<file path="src/rtl/uart_irq_pkg.sv">
package uart_irq_pkg;
  localparam int unsigned NSRC = 4;

  localparam int unsigned SRC_RX  = 0;
  localparam int unsigned SRC_ERR = 1;
  localparam int unsigned SRC_TX  = 2;
  localparam int unsigned SRC_MDM = 3;

  typedef enum logic [1:0] {
    SEL_SRC  = 2'd0,
    SEL_PND  = 2'd1,
    SEL_MASK = 2'd2,
    SEL_NONE = 2'd3
  } reg_sel_e;
endpackage

</file>
<file path="src/rtl/uart_irq_src_reg.sv">
module uart_irq_src_reg #(
  parameter int unsigned NB = 4
) (
  input  logic          clk,
  input  logic          rst_n,
  input  logic [NB-1:0] set_i,
  input  logic [NB-1:0] clr_i,
  output logic [NB-1:0] spnd_q
);
  for (genvar g = 0; g < NB; g++) begin : g_bit
    always_ff @(posedge clk or negedge rst_n) begin
      if (!rst_n)          spnd_q[g] <= 1'b0;
      else if (set_i[g])   spnd_q[g] <= 1'b1;
      else if (clr_i[g])   spnd_q[g] <= 1'b0;
    end

    // a set always lands, even against a clear
    p_set_wins_r7: assert property (@(posedge clk) disable iff (!rst_n)
      set_i[g] |=> spnd_q[g]);
    // a lone clear removes the bit
    p_clear_r6: assert property (@(posedge clk) disable iff (!rst_n)
      (clr_i[g] && !set_i[g]) |=> !spnd_q[g]);
    // bit is sticky without a clear
    p_sticky_r2: assert property (@(posedge clk) disable iff (!rst_n)
      (spnd_q[g] && !clr_i[g]) |=> spnd_q[g]);
  end
endmodule

</file>
<file path="src/rtl/uart_irq_tx_level.sv">
module uart_irq_tx_level #(
  parameter int unsigned CNT_W  = 5,
  parameter int unsigned TRIG_W = 3
) (
  input  logic              en_i,
  input  logic [TRIG_W-1:0] trig_i,
  input  logic [CNT_W-1:0]  cnt_i,
  output logic              low_o
);
  localparam int unsigned THR_W = TRIG_W + 1;
  localparam int unsigned CMP_W = (CNT_W > THR_W) ? CNT_W : THR_W;

  logic [CMP_W-1:0] cnt_x, thr_x;

  always_comb begin
    cnt_x = CMP_W'(cnt_i);
    thr_x = CMP_W'({trig_i, 1'b0});
    low_o = en_i && (cnt_x <= thr_x);
  end
endmodule

</file>
<file path="src/rtl/uart_irq_mask_reg.sv">
module uart_irq_mask_reg #(
  parameter int unsigned NB = 4
) (
  input  logic          clk,
  input  logic          rst_n,
  input  logic          wr_i,
  input  logic [NB-1:0] data_i,
  output logic [NB-1:0] mask_q
);
  always_ff @(posedge clk or negedge rst_n) begin
    if (!rst_n)    mask_q <= '0;
    else if (wr_i) mask_q <= data_i;
  end

  p_mask_load_r4: assert property (@(posedge clk) disable iff (!rst_n)
    wr_i |=> (mask_q == $past(data_i)));
  p_mask_hold_r11: assert property (@(posedge clk) disable iff (!rst_n)
    !wr_i |=> $stable(mask_q));
endmodule

</file>
<file path="src/rtl/uart_irq_ctrl.sv">
module uart_irq_ctrl #(
  parameter int unsigned CNT_W  = 5,
  parameter int unsigned TRIG_W = 3
) (
  input  logic              clk,
  input  logic              rst_n,
  input  logic [3:0]        src_set_i,
  input  logic              tx_done_i,
  input  logic              fifo_en_i,
  input  logic [TRIG_W-1:0] tx_trig_i,
  input  logic [CNT_W-1:0]  tx_cnt_i,
  input  logic              wr_en_i,
  input  logic [1:0]        wr_off_i,
  input  logic [3:0]        wr_data_i,
  output logic [3:0]        src_pnd_o,
  output logic [3:0]        pnd_o,
  output logic [3:0]        mask_o,
  output logic              irq_o
);
  import uart_irq_pkg::*;

  localparam int unsigned NB = NSRC;

  logic          tx_low;
  logic [NB-1:0] set_all, clr_all;
  logic          wr_mask;
  reg_sel_e      sel;

  uart_irq_tx_level #(.CNT_W(CNT_W), .TRIG_W(TRIG_W)) u_lvl (
    .en_i  (fifo_en_i),
    .trig_i(tx_trig_i),
    .cnt_i (tx_cnt_i),
    .low_o (tx_low)
  );

  always_comb begin
    sel             = reg_sel_e'(wr_off_i);
    set_all         = src_set_i;
    set_all[SRC_TX] = src_set_i[SRC_TX] | tx_done_i | tx_low;
    clr_all         = (wr_en_i && (sel == SEL_SRC || sel == SEL_PND)) ? wr_data_i : '0;
    wr_mask         = wr_en_i && (sel == SEL_MASK);
  end

  uart_irq_src_reg #(.NB(NB)) u_src (
    .clk   (clk),
    .rst_n (rst_n),
    .set_i (set_all),
    .clr_i (clr_all),
    .spnd_q(src_pnd_o)
  );

  uart_irq_mask_reg #(.NB(NB)) u_mask (
    .clk   (clk),
    .rst_n (rst_n),
    .wr_i  (wr_mask),
    .data_i(wr_data_i),
    .mask_q(mask_o)
  );

  assign pnd_o = src_pnd_o & ~mask_o;
  assign irq_o = |pnd_o;

  // level rule keeps tx source set
  p_tx_level_r8: assert property (@(posedge clk) disable iff (!rst_n)
    tx_low |=> src_pnd_o[SRC_TX]);
  // completed transmit write sets tx source
  p_tx_done_r10: assert property (@(posedge clk) disable iff (!rst_n)
    tx_done_i |=> src_pnd_o[SRC_TX]);
  // interrupt only with some source pending
  p_irq_src_r3: assert property (@(posedge clk) disable iff (!rst_n)
    irq_o |-> (src_pnd_o != '0));
  // unused offset leaves source bits alone when nothing sets
  p_rsvd_write_r11: assert property (@(posedge clk) disable iff (!rst_n)
    (wr_en_i && wr_off_i == 2'd3) |=> ((src_pnd_o & ~$past(src_pnd_o)) == '0 || $past(set_all) != '0));
endmodule

</file>
<file path="config.mk">
export PLATFORM = sky130hd
export DESIGN_NAME = uart_irq_ctrl
export DESIGN_NICKNAME = d
export VERILOG_FILES = /design/src/rtl/uart_irq_pkg.sv /design/src/rtl/uart_irq_src_reg.sv /design/src/rtl/uart_irq_tx_level.sv /design/src/rtl/uart_irq_mask_reg.sv /design/src/rtl/uart_irq_ctrl.sv
export SDC_FILE = /design/constraint.sdc
export NUM_CORES = 1
export LEC_CHECK = 0
export BUFFER_PORTS_ARGS = -buffer_cell sky130_fd_sc_hd__buf_2
export CORE_UTILIZATION = 35
export DETAILED_ROUTE_END_ITERATION = 6
export GPL_ROUTABILITY_DRIVEN = 0
export MAX_ROUTING_LAYER = met4
export PLACE_DENSITY_LB_ADDON = 0.3
export SKIP_LAST_GASP = 1
export SLEW_MARGIN = 10
export SYNTH_ARGS = -nofsm -noshare
export SYNTH_HDL_FRONTEND = slang
export SYNTH_SLANG_ARGS = --single-unit
</file>
<file path="constraint.sdc">
create_clock -name clk -period 1.7 [get_ports clk]
set_input_delay 0.51 -clock clk [delete_from_list [all_inputs] [get_ports clk]]
set_output_delay 0.51 -clock clk [all_outputs]
set_load 0.01 [all_outputs]
</file>
Yosys cells after proc, flatten, opt, wreduce, memory -nomap -nowiden
Cells that the tools add are included.

Register bits after elaboration: 8.

$lt $le $gt $ge: 1. Multiplexer cells: 9. Bitwise logic cells: 4. Equality and inequality tests: 2. Reductions and logical operators: 10.

Operators by type and width (number): $mux W1 (8); $reduce_bool A2 Y1 (4); $le A5 B4 Y1 (1); $and A4 B4 Y4 (1); $mux W4 (1); $not A4 Y4 (1); $reduce_or A4 Y1 (1); $logic_and A1 B1 Y1 (3); $eq A2 B1 Y1 const B (1); $eq A2 B2 Y1 const B (1); $logic_not A2 Y1 (1); $or A1 B1 Y1 (2); $logic_or A1 B1 Y1 (1).

Logic depth before layout (Yosys ltp)
Depth after elaboration: 6. Gate-level depth with buffers: 5.

Modules after synthesis
A second synthesis with hierarchy kept.

Cell total of the unflattened synthesis: 43. Area total of the unflattened synthesis: 470.5 µm².

By module, submodules not included: uart_irq_mask_reg (instances 1, cells an instance 8, area an instance 145.1 µm²); uart_irq_src_reg (instances 1, cells an instance 12, area an instance 145.1 µm²); uart_irq_ctrl (instances 1, cells an instance 12, area an instance 97.6 µm²); uart_irq_tx_level (instances 1, cells an instance 11, area an instance 82.6 µm²).

Worst setup path after synthesis
OpenSTA, ideal clock, no wires.

Kind: register to output. Start point: reg u_src.spnd_q[1]. End point: out irq_o. Buffers on the path: 0. Setup slack: 0.093 ns. Arrival time: 1.097 ns. Cell stages (with the launch flop): 3. Required time: 1.190 ns. Path through: dfrtp_1 > nor2b_4 > or4_4.

Longest elaborated chain between the ends: 2.

Ends and longest elaborated chain: start: declaration (RTL line uart_irq_src_reg.sv:8) `output logic [NB-1:0] spnd_q`; start signal: indexed assignment (RTL line uart_irq_src_reg.sv:12) `if (!rst_n) spnd_q[g] <= 1'b0;`; start signal: indexed assignment (RTL line uart_irq_src_reg.sv:13) `else if (set_i[g]) spnd_q[g] <= 1'b1;`; start signal: indexed assignment (RTL line uart_irq_src_reg.sv:14) `else if (clr_i[g]) spnd_q[g] <= 1'b0;`; $and A4 B4 Y4 (RTL line uart_irq_ctrl.sv:60) `assign pnd_o = src_pnd_o & ~mask_o;`; net pnd_o[1] (RTL line uart_irq_ctrl.sv:16) `output logic [3:0] pnd_o,`; $reduce_or A4 Y1 (RTL line uart_irq_ctrl.sv:61) `assign irq_o = |pnd_o;`; end: declaration (RTL line uart_irq_ctrl.sv:18) `output logic irq_o`.

The timed path passes the listed nets, and every way through them passes these cells.

Worst setup path in the final report
Start point: reg u_src.spnd_q[0]. End point: out irq_o.

Longest elaborated chain between the ends: 2.

Ends and longest elaborated chain (RTL line): $and A4 B4 Y4 (uart_irq_ctrl.sv:60); $reduce_or A4 Y1 (uart_irq_ctrl.sv:61).

No other way between the ends.

==> reports/metrics.cfg <==
[pwr]
power_leakage_nw=0.359
power_density_mw_per_mm2=795
vdd_drop_max_v=0.000303

[critical_path]
startpoint_type=register
critical_path_arrival_ns=1.42
r2r_cells=2
rr_endpoint=u_src.spnd_q[2]$_DFFE_PN0P_
crit_path_end_kind=output port
critPathMaxFanout=2
reg2reg_setup_slack_ns=0.69
criticalPathCategory=register to output port
r2r_start=u_src.spnd_q[2]$_DFFE_PN0P_
cp.required_ns=1.19

[cts]
cts.sinks=8
htree_levels=1
clockBufferDepth=2
clk_latency_ns=0.25
clock-root-buffer=clkbuf_4
cts_tree=built
cts_made_buffers=3
cts.clk_slew.worst_paths_ns=0.05

[synth]
netlist_instances=38
synth-edff-count=0
synth_seq_cells=8
ys_warn_count=0
syn_avg_cell_area_um2=12.0
netlist-cell-type-count=16
yosys.cell_count.top_type=dfrtp_1
yosysTopAreaCell=dfrtp_1
async_reset_ff_share_pct=100
synth_top_area_share_pct=43.8
synth_common_cells=8 x dfrtp_1, 4 x mux2_2, 4 x nor2b_1
ys_seq_area_share_pct=43.8
syn_area_um2=457
yosys-top-cells-area=dfrtp_1 44%, mux2_2 9.9%, nor2b_4 9.0%
synth_ff_type=dfrtp_1
syn_nets=64

[outcome]
status=finished, violations left
violations=negative setup slack

[routing]
viasPerCell=4.73
postRouteAntennaNets=0
vias=430
wire_per_inst_um=9.84
wl_um=895
drt-pass1-iter-count=2
drc=0
drt_iter0_markers=7

[final_layout]
area_delta_synth_final_pct=50.1
drive_gt1_share_pct=63.6
nets=105
postLayoutCoreUtil_pct=59.3
diodes=0

[sta]
relSlewSlack_pct=82.8
finalHoldViolCount=0
timing.final.crit_share_pct=113
setup_tns_ns=-0.226
rsz0062_at_grt=yes
drv_slew=0
clock_skew_ns=0
fmax_ghz=0.519
finalCriticalPeriod_ns=1.93
setup_viol=1
worst_slack_ns=-0.226
worst_slew_pin_slew_ns=0.254

[floorplanning]
die_y_um=38.1
initial_core_util_pct=39.5
std_cell_rows=12
die-width_um=38.1
ios=36
die_area_mm2=0.00145
core_area_mm2=0.00116

[global_route]
antenna_found_initial=0
grt_pass1_vias=359
grt_max_degree=9
grtUsageTotal_pct=15.2
grt_overflow=0
grt_pass1_wl_um=1390

[place]
portBuffers=35

[run]
max_cap_viol_count=0

[worst_hold_path]
hp-class=input port to async pin

[routing by layer]
layer	vias up	part of all wire, %	GRT usage [%]	routed length [µm]
met5	-	0	-	0
met4	0	0	8.04	0
met3	0	11	7.56	101
met2	27	49	24.6	438
met1	188	40	14.8	355
li1	215	-	-	-
[per-stage QoR]
step / hold WS (ns) / total power, mW / cell area, µm² / worst slack, ns / cells
after floorplan: 0.214 / 0.324 / 457 / 0.0929 / 38
after global placement: 0.361 / 0.402 / 649 / 0.0364 / 87
after detailed placement: 0.357 / 0.407 / 649 / 0.0314 / 87
after CTS: 0.0851 / 0.558 / 686 / -0.230 / 91
after global routing: 0.0878 / 0.587 / 686 / -0.261 / 91
final: 0.0923 / 0.545 / 686 / -0.226 / 91
[timing repair]
action / CTS / global route
setup endpoints to repair: 1 / 1
cloned: 0 / 0
resized for setup: 1 / 0
pin swaps: 1 / 0
hold buffers: 0 / 0
buffers inserted: 1 / 0
[worst max-delay path, stage by stage (launching register included)]
cell,delay [ns]
dfrtp_1,0.38
nor2b_4,0.13
or4_4,0.53
buf_6,0.13
[area by class of cell]
class                   count  area (µm²)
clock buffers               3        22.5
inverters                   3        11.3
multi-input cells          27         245
fillers                   113         470
repair buffers             36         189
flip-flops and latches      8         200
well taps                  14        17.5
[placed cells by master (no fill, tap or decap)]
cell type	Yosys	layout
o311ai_1	1	1
buf_6	0	1
a21boi_1	1	1
nand2_1	3	3
a21o_2	1	1
clkbuf_4	0	3
or2_2	1	1
mux2_2	4	4
buf_2	0	34
nand3b_1	1	1
a2111o_1	1	1
nand4b_1	1	1
nor2b_1	4	4
or4_4	1	1
buf_4	0	1
ha_1	3	3
dfrtp_1	8	8
inv_1	3	3
a21o_1	2	2
nor2b_4	3	3
[worst max path at each step]
stage,cells past startpoint,end,start
floorplan,2,irq_o,u_src.spnd_q[1]$_DFFE_PN0P_
global placement,6,u_src.spnd_q[2]$_DFFE_PN0P_,tx_trig_i[2]
detailed placement,3,irq_o,u_src.spnd_q[1]$_DFFE_PN0P_
CTS,3,irq_o,u_src.spnd_q[0]$_DFFE_PN0P_
global route,3,irq_o,u_src.spnd_q[0]$_DFFE_PN0P_
finish,3,irq_o,u_src.spnd_q[0]$_DFFE_PN0P_
[state kept, by name, indices dropped and copies added (netlist names)]
register       count
u_src.spnd_q       4
u_mask.mask_q      4
[report_power, final]
group	internal, mW	total, mW	leakage, nW	switching (mW)
registers	0.213	0.233	0.0847	0.0194
clock network	0.0804	0.140	0.0138	0.0595
logic	0.0964	0.173	0.261	0.0762
total	0.390	0.545	0.359	0.155
[cells by family (layout without fill, tap and decap cells)]
kind of cell	count (synthesis)	after routing	share of synthesized area (%)
adders and majority gates	3	3	8.22
and+or+nand+nor	14	14	24.4
muxes	4	4	9.86
AOI/OAI and AO/OA	6	6	11.2
DFF	8	8	43.8
buffers and inverters	3	42	2.47
No activity file was read; power rests on OpenSTA's default activity.
